## src/rtl/sp_len_pkg.sv

```systemverilog
package sp_len_pkg;

   typedef enum logic [1:0] {
      OP_LEFT    = 2'd0,
      OP_RIGHT   = 2'd1,
      OP_STRING  = 2'd2,
      OP_BYTEPAD = 2'd3
   } op_e;

   typedef enum logic [2:0] {
      PH_IDLE,
      PH_CNT,
      PH_VAL,
      PH_PASS,
      PH_FILL
   } ph_e;

endpackage

```

## src/rtl/sp_len_sizer.sv

```systemverilog
// Smallest byte count that holds a value; zero counts as one byte.
module sp_len_sizer #(
   parameter int VALUE_W = 64,
   parameter int CNT_W   = 4
) (
   input  logic [VALUE_W-1:0] value,
   output logic [CNT_W-1:0]   nbytes
);
   localparam int NB = VALUE_W / 8;

   logic [NB-1:0] nz;

   for (genvar i = 0; i < NB; i++) begin : g_byte
      assign nz[i] = |value[8*i +: 8];
   end

   always_comb begin
      nbytes = CNT_W'(1);
      for (int i = 0; i < NB; i++) begin
         if (nz[i]) nbytes = CNT_W'(i + 1);
      end
   end
endmodule

```

## src/rtl/sp_len_modcnt.sv

```systemverilog
// Counts emitted bytes modulo the selected block width.
module sp_len_modcnt #(
   parameter int RATE_A = 168,
   parameter int RATE_B = 136
) (
   input  logic clk,
   input  logic rst_n,
   input  logic clear,
   input  logic sel,
   input  logic step,
   output logic at_end
);
   localparam int MAXR = (RATE_A > RATE_B) ? RATE_A : RATE_B;
   localparam int CW   = $clog2(MAXR);

   logic [CW-1:0] cnt_q;
   logic          sel_q;
   logic [CW-1:0] limit;

   assign limit  = sel_q ? CW'(RATE_B - 1) : CW'(RATE_A - 1);
   assign at_end = (cnt_q == limit);

   always_ff @(posedge clk or negedge rst_n) begin
      if (!rst_n) begin
         cnt_q <= '0;
         sel_q <= 1'b0;
      end else if (clear) begin
         cnt_q <= '0;
         sel_q <= sel;
      end else if (step) begin
         cnt_q <= at_end ? '0 : cnt_q + CW'(1);
      end
   end
endmodule

```

## src/rtl/sp_len_framer.sv

```systemverilog
module sp_len_framer
   import sp_len_pkg::*;
#(
   parameter int VALUE_W = 64,
   parameter int RATE_A  = 168,
   parameter int RATE_B  = 136
) (
   input  logic               clk,
   input  logic               rst_n,
   input  logic               cmd_valid,
   output logic               cmd_ready,
   input  logic [1:0]         cmd_op,
   input  logic [VALUE_W-1:0] cmd_value,
   input  logic               cmd_rate_sel,
   input  logic               in_valid,
   output logic               in_ready,
   input  logic [7:0]         in_data,
   input  logic               in_last,
   output logic               out_valid,
   input  logic               out_ready,
   output logic [7:0]         out_data,
   output logic               out_last
);
   localparam int NB    = VALUE_W / 8;
   localparam int CNT_W = $clog2(NB + 1);

   if (VALUE_W % 8 != 0 || VALUE_W < 8 || NB > 255) begin : g_bad_width
      $error("VALUE_W must be a whole number of bytes, 1 to 255 of them");
   end
   if (RATE_A < 2 || RATE_A > 255 || RATE_B < 2 || RATE_B > 255) begin : g_bad_rate
      $error("block widths must fit one count byte");
   end

   ph_e                ph_q;
   op_e                op_q;
   logic [VALUE_W-1:0] val_q;
   logic [CNT_W-1:0]   left_q;
   logic [7:0]         n_q;
   logic               pass_q;

   op_e                op_in;
   logic [VALUE_W-1:0] enc_src;
   logic [VALUE_W-1:0] enc_aligned;
   logic [CNT_W-1:0]   enc_n;
   logic               accept;
   logic               fire;
   logic               at_end;

   assign op_in  = op_e'(cmd_op);
   assign accept = cmd_valid && cmd_ready;
   assign fire   = out_valid && out_ready;

   always_comb begin
      unique case (op_in)
         OP_STRING:  enc_src = cmd_value << 3;
         OP_BYTEPAD: enc_src = cmd_rate_sel ? VALUE_W'(RATE_B) : VALUE_W'(RATE_A);
         default:    enc_src = cmd_value;
      endcase
   end

   sp_len_sizer #(.VALUE_W(VALUE_W), .CNT_W(CNT_W)) u_sizer (
      .value  (enc_src),
      .nbytes (enc_n)
   );

   // Move the top significant byte into the top lane.
   assign enc_aligned = enc_src << (8 * (NB - int'(enc_n)));

   sp_len_modcnt #(.RATE_A(RATE_A), .RATE_B(RATE_B)) u_modcnt (
      .clk    (clk),
      .rst_n  (rst_n),
      .clear  (accept),
      .sel    (cmd_rate_sel),
      .step   (fire),
      .at_end (at_end)
   );

   assign cmd_ready = (ph_q == PH_IDLE);
   assign in_ready  = (ph_q == PH_PASS) && out_ready;

   always_comb begin
      out_valid = 1'b0;
      out_data  = 8'h00;
      out_last  = 1'b0;
      unique case (ph_q)
         PH_CNT: begin
            out_valid = 1'b1;
            out_data  = n_q;
            out_last  = (op_q == OP_RIGHT);
         end
         PH_VAL: begin
            out_valid = 1'b1;
            out_data  = val_q[VALUE_W-1 -: 8];
            out_last  = (left_q == CNT_W'(1)) &&
                        ((op_q == OP_LEFT) || ((op_q == OP_STRING) && !pass_q));
         end
         PH_PASS: begin
            out_valid = in_valid;
            out_data  = in_data;
            out_last  = in_last && ((op_q != OP_BYTEPAD) || at_end);
         end
         PH_FILL: begin
            out_valid = 1'b1;
            out_last  = at_end;
         end
         default: ;
      endcase
   end

   always_ff @(posedge clk or negedge rst_n) begin
      if (!rst_n) begin
         ph_q   <= PH_IDLE;
         op_q   <= OP_LEFT;
         val_q  <= '0;
         left_q <= '0;
         n_q    <= '0;
         pass_q <= 1'b0;
      end else if (accept) begin
         op_q   <= op_in;
         val_q  <= enc_aligned;
         left_q <= enc_n;
         n_q    <= 8'(enc_n);
         pass_q <= (op_in == OP_BYTEPAD) ||
                   ((op_in == OP_STRING) && (cmd_value != '0));
         ph_q   <= (op_in == OP_RIGHT) ? PH_VAL : PH_CNT;
      end else if (fire) begin
         if (out_last) begin
            ph_q <= PH_IDLE;
         end else begin
            unique case (ph_q)
               PH_CNT:  ph_q <= PH_VAL;
               PH_VAL: begin
                  val_q  <= val_q << 8;
                  left_q <= left_q - CNT_W'(1);
                  if (left_q == CNT_W'(1)) begin
                     ph_q <= (op_q == OP_RIGHT) ? PH_CNT : PH_PASS;
                  end
               end
               PH_PASS: if (in_last) ph_q <= PH_FILL;
               default: ;
            endcase
         end
      end
   end
endmodule

```

## config.mk

```make
export PLATFORM = sky130hd
export DESIGN_NAME = sp_len_framer
export DESIGN_NICKNAME = d
export VERILOG_FILES = /design/src/rtl/sp_len_pkg.sv /design/src/rtl/sp_len_sizer.sv /design/src/rtl/sp_len_modcnt.sv /design/src/rtl/sp_len_framer.sv
export SDC_FILE = /design/constraint.sdc
export NUM_CORES = 1
export LEC_CHECK = 0
export BUFFER_PORTS_ARGS = -buffer_cell sky130_fd_sc_hd__buf_2
export CAP_MARGIN = 15
export CORE_ASPECT_RATIO = 0.6
export CORE_MARGIN = 1.5
export CORE_UTILIZATION = 45
export DETAILED_ROUTE_END_ITERATION = 12
export SLEW_MARGIN = 20
export SYNTH_ARGS = -nofsm -noshare
export SYNTH_HDL_FRONTEND = slang
export SYNTH_SLANG_ARGS = --single-unit
```

## constraint.sdc

```tcl
create_clock -name clk -period 3.6 [get_ports clk]
set_input_delay 0.18 -clock clk [delete_from_list [all_inputs] [get_ports clk]]
set_output_delay 0.18 -clock clk [all_outputs]
set_load 0.01 [all_outputs]
```

==> flow_metrics.env, run 1 <==
export IMPL_critical_path_max_fanout=24
export IMPL_finalSetupViolations=0
export IMPL_powerDensity_nw_per_um2=668.7
export IMPL_n_fill_cell=1365
export IMPL_ys_types=75
export IMPL_place_congestion=1.041
export IMPL_grt_setup_unrepaired="no"
export IMPL_avgRoutedWirePerCell_um=24.20
export IMPL_die_h_um=98.90
export IMPL_crit_path_cell_trace="buf_2 -> or4_1 -> nor3_1 -> o21ai_0 -> nor3_1 -> o31ai_1 -> ha_1 -> inv_2 -> buf_12 -> mux4_2 -> o21ai_0 -> a2bb2oi_1"
export IMPL_crit_family="simple AND/OR/NAND/NOR gates"
export IMPL_cp_start_kind="input pin"
export IMPL_drv_cap=0
export IMPL_synth_area_per_cell_um2=8.653
export IMPL_slew_violations=0
export IMPL_yosys_area_top_type="dfrtp_1"
export IMPL_post_synth_top_area_fraction_pct=31.57
export IMPL_leakage_nw=3.505
export IMPL_cts_buffers=9
export IMPL_cts_max_level=3
export IMPL_postRouteWirelength_mm=26.23
export IMPL_finalPower_w=0.005391
export IMPL_synthArstFlopShare_pct=100.0
export IMPL_die_w_um=162.8
export IMPL_initial_utilization_pct=46.85
export IMPL_syn_cell_area_um2=6897
export IMPL_skew_ps=9.403
export IMPL_synth_area_leaders="dfrtp_1 32%, mux2i_1 7.5%, mux4_2 7.5%"
export IMPL_antenna_cells=0
export IMPL_synth_nets=882
export IMPL_reg2reg_slack_ps=450
export IMPL_grtUsageTotal_pct=33.27
export IMPL_nNetsFinal=966
export IMPL_design_core_area_um2=14720
export IMPL_synth_seq_cells=87
export IMPL_grt_pass1_vias=6924
export IMPL_drc=0
export IMPL_outcome="completed"
export IMPL_crit_end="val_q[59]"
export IMPL_ys_seq_area_share_pct=31.57
export IMPL_grt_max_degree=70
export IMPL_path_clk_slew_ps=70
export IMPL_fp_row_count=34
export IMPL_cts_buffer_depth=2
export IMPL_cp_required_ps=3860
export IMPL_antenna_found_initial=0
export IMPL_via_per_inst=6.697
export IMPL_area_growth_pct=16.91
export IMPL_timing_hold_violations_final=0
export IMPL_portBuffers=92
export IMPL_fmax_mhz=316.1
export IMPL_num_vias=7260
export IMPL_finalCritPeriodShare_pct=87.87
export IMPL_syn_inst=797
export IMPL_finalWorstSetupSlack_ps=436.6
export IMPL_crit_buf_inv=3
export IMPL_pin_count=93
export IMPL_regToRegStartpoint="u_modcnt.cnt_q[4]"
export IMPL_cts_sink_count=87
export IMPL_cp_depth=12
export IMPL_cts_tree="built"
export IMPL_r2r_end="ph_q[2]"
export IMPL_worst_pin_slew_ps=926.2
export IMPL_critPathSlowestCell="or4_1"
export IMPL_drt_iter0_drc=1055
export IMPL_startpoint="cmd_value[25]"
export IMPL_regArea_um2=2177
export IMPL_worstPathArrival_ps=3430
export IMPL_dp_hpwl_mm=19.77
export IMPL_synth_edf_count=0
export IMPL_clkLatencyLatePin_ps=340
export IMPL_path_class="input pin to flop"
export IMPL_ant_nets=0
export IMPL_r2r_cells=8
export IMPL_pre_cts_ws_ps=218.9
export IMPL_die_area_um2=16100
export IMPL_firstDrtPassIters=6
export IMPL_grt_overflow=0
export IMPL_ys_flop_type="dfrtp_1"
export IMPL_synth_warning_count=0
export IMPL_fin_crit_ps=3163
export IMPL_grt_pass1_wl_mm=40.69
export IMPL_slew_headroom_pct=38.25
export IMPL_drive_gt1_share_pct=23.02
export IMPL_ctsResizeCount=0
export IMPL_cts_root_buf="clkbuf_16"
export IMPL_critical_path_endpoint_type="flop"
export IMPL_cpPeakStageDelay_ps=540
export IMPL_multi_input_area_um2=4427
export IMPL_hold_path_class="input pin to flop"
export IMPL_vdd_drop_max_mv=0.3426
-- worst min-delay path, stage by stage --
cell and delay, ps:
buf_2 110, nand2_1 60, nand2_1 70
-- Yosys cell counts (all sizes together), types with 6 or more instances --
| library cell | instances |
|---|---|
| nand3 | 18 |
| inv | 12 |
| and3 | 11 |
| o221ai | 7 |
| a221oi | 8 |
| clkbuf | 40 |
| nor2b | 6 |
| o211ai | 11 |
| mux4 | 23 |
| nor2 | 75 |
| o21ai | 67 |
| mux2i | 52 |
| nand2 | 74 |
| a31oi | 17 |
| nor4 | 7 |
| a21oi | 40 |
| nor3 | 25 |
| and2 | 8 |
| buf | 25 |
| or4 | 6 |
| o31ai | 7 |
| mux2 | 10 |
| or3 | 8 |
| o22ai | 21 |
| dfrtp | 87 |
| a22oi | 51 |
-- through the flow --
step                setup TNS [ps]  hold slack (ps)  instance area [µm²]  instances  util, %
floorplan                   -46.00           -115.6                 6955        797        -
global placement                 0            349.0                 7770       1067    52.79
detailed placement               0            351.9                 7770       1067    52.79
CTS                              0            104.3                 8063       1084    54.78
global route                     0            127.3                 8063       1084    54.78
finish                           0            116.1                 8063       1084    54.78
-- how the worst min path moves through the flow --
stage	startpoint	end	slack [ps]	depth (start not counted)
floorplan	rst_n	left_q[0]	-120	0
global placement	rst_n	val_q[41]	350	1
detailed placement	rst_n	val_q[41]	350	1
CTS	cmd_rate_sel	u_modcnt.sel_q	100	3
global route	cmd_rate_sel	u_modcnt.sel_q	130	3
finish	cmd_rate_sel	u_modcnt.sel_q	120	3
-- area by class of cell --
class | instances | area share (%)
clock buffers | 11 | 3.011
clock inverters | 5 | 0.4966
inverters | 14 | 0.6828
multi-input cells | 631 | 54.90
flip-flops and latches | 87 | 27.00
well taps | 198 | 3.073
repair buffers | 138 | 10.83
-- cell families (layout without fill, tap and decap cells) --
family	Yosys count	count (layout)	share of synthesized area, %
AO/OA/AOI/OAI	278	278	27.45
AND/OR/NAND/NOR	256	256	17.54
flip-flops	87	87	31.57
multiplexers	85	85	16.69
buffers and inverters	79	168	4.898
XOR/XNOR	8	8	1.125
adder cells (fa/ha/maj)	4	4	0.7257
-- power by group --
part	switching [W]	internal (W)
clock	0.000411	0.000492
combinational	0.00158	0.00117
sequential	0.000324	0.00142
-- metal layers --
layer	global-route usage, %	up-vias	wire (µm)
li1	-	3241	-
met1	50.17	3563	11860
met2	46.45	415	10820
met3	10.52	41	3166
met4	6.281	0	387
met5	0	-	0
-- placed cells by master, fill, tap and decap left out, types with 7 or more instances in the layout --
master and count:
and2_1 7, nand2_1 74, nor3_1 23, or3_1 8, dfrtp_1 87, and3_1 11, mux2i_1 52, mux2_2 10
nor4_1 7, nor2_1 74, clkbuf_16 9, a221oi_1 7, a31oi_1 17, o21ai_0 65, nand3_1 18, a21oi_1 40
buf_4 41, o22ai_1 20, buf_2 91, o221ai_1 7, o211ai_1 11, inv_1 9, a22oi_1 51, mux4_2 23
-- repair_timing --
action,4_1_cts,5_1_grt
hold endpoints to repair,7,0
hold buffers,1,0
setup buffers,0,0
-- flip-flops by register name, indices dropped and copies added (netlist names) --
signal and cells:
u_modcnt.cnt_q 8, val_q 64, op_q 2, u_modcnt.sel_q 1
ph_q 3, n_q 4, pass_q 1, left_q 4
Note: power is estimated with default switching activity, not from simulation.
==> run 2, diff against run 1 <==
--- a/config.mk
+++ b/config.mk
@@ -5,6 +5,7 @@
 export SDC_FILE = /design/constraint.sdc
 export NUM_CORES = 1
 export LEC_CHECK = 0
+export ABC_AREA = 1
 export BUFFER_PORTS_ARGS = -buffer_cell sky130_fd_sc_hd__buf_2
 export CAP_MARGIN = 15
 export CORE_ASPECT_RATIO = 0.6
==> run 2 against run 1 <==
  * Flip-flop and latch count did not move
  * Global-route usage decreased by 1.8 points
  * Sequential power decreased by 3%
  * Cell count increased by 35%
  * Combinational power about the same
  * Maximum frequency decreased by 0.13%
  * Setup slack got worse by 4.2 ps
  * Utilization fell by 2.0 points
  * Synthesized area increased by 4.8%
  * Non-clock buffer count fell by 21
  * Clock power is 7.2% higher
  * Sequential share of layout area shrank 0.39 points
  * Critical path type unchanged
==> flow_metrics.env, run 2 <==
export IMPL_outcome="completed"
export IMPL_num_vias=8308
export IMPL_crit_path_cell_trace="buf_2 -> inv_2 -> nand2_2 -> buf_12 -> o22ai_1 -> inv_1 -> nand3_1 -> nor2_4 -> buf_4 -> a21boi_2 -> buf_4 -> nand2_1 -> a21oi_1 -> nand2_1 -> nand2_1 -> nor2_1 -> nor2_1"
export IMPL_synth_seq_cells=87
export IMPL_synth_xor_area_share_pct=0.3636
export IMPL_grt_setup_unrepaired="no"
export IMPL_fmax_mhz=315.7
export IMPL_power_frac_comb_pct=51.0
export IMPL_worst_pin_slew_ps=945.4
export IMPL_critPathSlowestCell="a21boi_2"
export IMPL_leakage_nw=4.075
export IMPL_yosysMostFrequentCell="nand2_1"
export IMPL_grt_overflow=0
export IMPL_antenna_cells=0
export IMPL_portBuffers=92
export IMPL_pwr_share_clk_pct=17.9
export IMPL_ctsHoldBuffers=1
export IMPL_cts_max_level=3
export IMPL_syn_cell_area_um2=7226
export IMPL_critical_path_max_fanout=32
export IMPL_clkLatencyLatePin_ps=350
export IMPL_synth_edf_count=0
export IMPL_post_synth_top_area_fraction_pct=30.13
export IMPL_drv_cap=0
export IMPL_ant_nets=0
export IMPL_cts_buffers=9
export IMPL_die_h_um=101.2
export IMPL_ys_seq_area_share_pct=30.13
export IMPL_crit_family="buffers and inverters"
export IMPL_cp_start_kind="input pin"
export IMPL_antenna_found_initial=0
export IMPL_synth_fa_ha_area_share_pct=0.6926
export IMPL_die_w_um=166.6
export IMPL_ctsResizeCount=0
export IMPL_crit_buf_inv=6
export IMPL_top_register="val_q"
export IMPL_power_share_switching_pct=45.70
export IMPL_synth_area_mux_share_pct=0
export IMPL_crit_top_cell="nand2_1"
export IMPL_finalSetupViolations=0
export IMPL_worstHoldStart="cmd_rate_sel"
export IMPL_drt_iter0_drc=941
export IMPL_grtUsageTotal_pct=31.48
export IMPL_timing_hold_violations_final=0
export IMPL_cp_required_ps=3870
export IMPL_p_int_w=0.002932
export IMPL_critical_path_endpoint_type="flop"
export IMPL_synthTopCellsByCount="307 x nand2_1, 183 x nand3_1, 134 x inv_1"
export IMPL_syn_inst=1196
export IMPL_cts_sink_count=87
export IMPL_grt_pass1_wl_mm=41.26
export IMPL_synth_simple_area_share_pct=39.83
export IMPL_setup_tns_ps=0
export IMPL_design_core_area_um2=15500
export IMPL_dp_hpwl_mm=19.23
export IMPL_cts_buffer_depth=2
export IMPL_path_clk_slew_ps=70
export IMPL_fp_row_count=35
export IMPL_synth_compound_area_share_pct=16.92
export IMPL_avgRoutedWirePerCell_um=17.76
export IMPL_vdd_drop_max_mv=0.3490
export IMPL_p_sw_w=0.002467
export IMPL_firstDrtPassIters=8
export IMPL_grt_pass1_vias=7475
export IMPL_die_area_um2=16850
export IMPL_hold_path_class="input pin to flop"
export IMPL_startpoint="cmd_op[0]"
export IMPL_powerDensity_nw_per_um2=659.9
export IMPL_postRouteWirelength_mm=25.93
export IMPL_place_congestion=1.029
export IMPL_drive_gt1_share_pct=12.81
export IMPL_worstPathArrival_ps=3440
export IMPL_grt_max_degree=77
export IMPL_synth_area_leaders="dfrtp_1 30%, nand2_1 16%, nand3_1 13%"
export IMPL_reg_top3="val_q x64, u_modcnt.cnt_q x8"
export IMPL_ys_types=37
export IMPL_pin_count=93
export IMPL_hold_depth=3
export IMPL_r2r_cells=16
export IMPL_slew_headroom_pct=36.97
export IMPL_synth_area_per_cell_um2=6.042
export IMPL_synth_top_family_by_area="simple AND/OR/NAND/NOR gates"
export IMPL_via_per_inst=5.690
export IMPL_nNetsFinal=1337
export IMPL_initial_utilization_pct=46.61
export IMPL_ys_flop_type="dfrtp_1"
export IMPL_synth_nets=1281
export IMPL_area_growth_pct=13.23
export IMPL_regToRegStartpoint="ph_q[1]"
export IMPL_cp_depth=17
export IMPL_synth_warning_count=0
export IMPL_synthArstFlopShare_pct=100.0
export IMPL_cts_root_buf="clkbuf_16"
export IMPL_layout_commonest_cell="nand2_1"
export IMPL_yosys_area_top_type="dfrtp_1"
export IMPL_largest_register_ffs=64
export IMPL_slew_violations=0
export IMPL_path_class="input pin to flop"
export IMPL_final_cell_mix="306 x nand2_1, 183 x nand3_1, 134 x inv_1"
export IMPL_finalCritPeriodShare_pct=87.99
export IMPL_fin_crit_ps=3168
export IMPL_drc=0
export IMPL_post_cts_setup_buffer_count=0
export IMPL_power_share_sequential_pct=31.0
export IMPL_skew_ps=12.71
export IMPL_cts_tree="built"
export IMPL_cpPeakStageDelay_ps=490
export IMPL_fin_util_pct=52.78
## run 2: changes by cell type after synthesis, moves of 21 or more
cell | before | now
buf_2 | 10 | 31
nand2_1 | 74 | 307
a22oi_1 | 51 | 3
nand3_1 | 18 | 183
a21oi_1 | 40 | 103
o22ai_1 | 21 | 45
mux4_2 | 23 | 0
inv_1 | 10 | 134
nor2_1 | 74 | 124
nor3_1 | 25 | 2
mux2i_1 | 52 | 0
o21ai_0 | 66 | 30
## run 2: tightest hold or removal path: cells and delay by family
family | cells | cell delay [ps]
buf+inv | 1 | 120
simple gates | 2 | 110
## run 2: per-layer routing
layer / vias to the layer above / GRT usage (%) / part of all wire, % / wire length, µm
li1: 4054 / - / - / -
met2: 384 / 44.02 / 40 / 10250
met5: - / 0 / 0 / 0
met3: 31 / 8.871 / 9.9 / 2562
met1: 3839 / 47.63 / 49 / 12690
met4: 0 / 6.783 / 1.6 / 423
## run 2: path summary, 6_finish.rpt
path	endpoint	slack [ps]
setup / recovery	val_q[58]	430
hold / removal	u_modcnt.sel_q	100
hold reg to reg	n_q[0]	480
min in group asynchronous	val_q[38]	480
setup reg to reg	val_q[46]	590
max in group asynchronous	u_modcnt.cnt_q[3]	2330
## run 2: cell families (layout without fill, tap and decap cells)
logic type | Yosys count | count (layout)
buffers and inverters | 217 | 278
xor gates and xnor gates | 3 | 3
and+or+nand+nor | 666 | 666
AOI/OAI and AO/OA | 219 | 219
DFF | 87 | 87
adders and majority gates | 4 | 4
## run 2: final cells by class
cell class	instances	area [µm²]
Clock buffer	9	225.2
Clock inverter	7	78.83
Fill cell	1629	7321
Inverter	145	544.3
Multi-Input combinational cell	892	4187
Sequential cell	87	2177
Tap cell	203	254.0
Timing Repair Buffer	117	715.7
## run 2: per-stage QoR
step	setup WS (ps)	hold slack (ps)	instance area, µm²	total power (W)	cells
global route	285.7	102.9	8182	0.005865	1460
detailed placement	248.8	356.4	7868	0.004414	1443
global placement	202.9	358.5	7868	0.004403	1443
CTS	600.4	84.27	8182	0.005404	1460
finish	432.4	95.86	8182	0.005399	1460
floorplan	792.1	-115.6	7226	0.003545	1196
## run 2: power by group through the flow
stage / sequential [W] / combinational (W) / clock, W
6_report: 0.00168 / 0.00276 / 0.000968
5_1_grt: 0.00172 / 0.00311 / 0.00103
4_1_cts: 0.00167 / 0.00275 / 0.000986
3_5_place_dp: 0.00168 / 0.00273 / 0
3_3_place_gp: 0.00168 / 0.00273 / 0
2_1_floorplan: 0.00162 / 0.00193 / 0
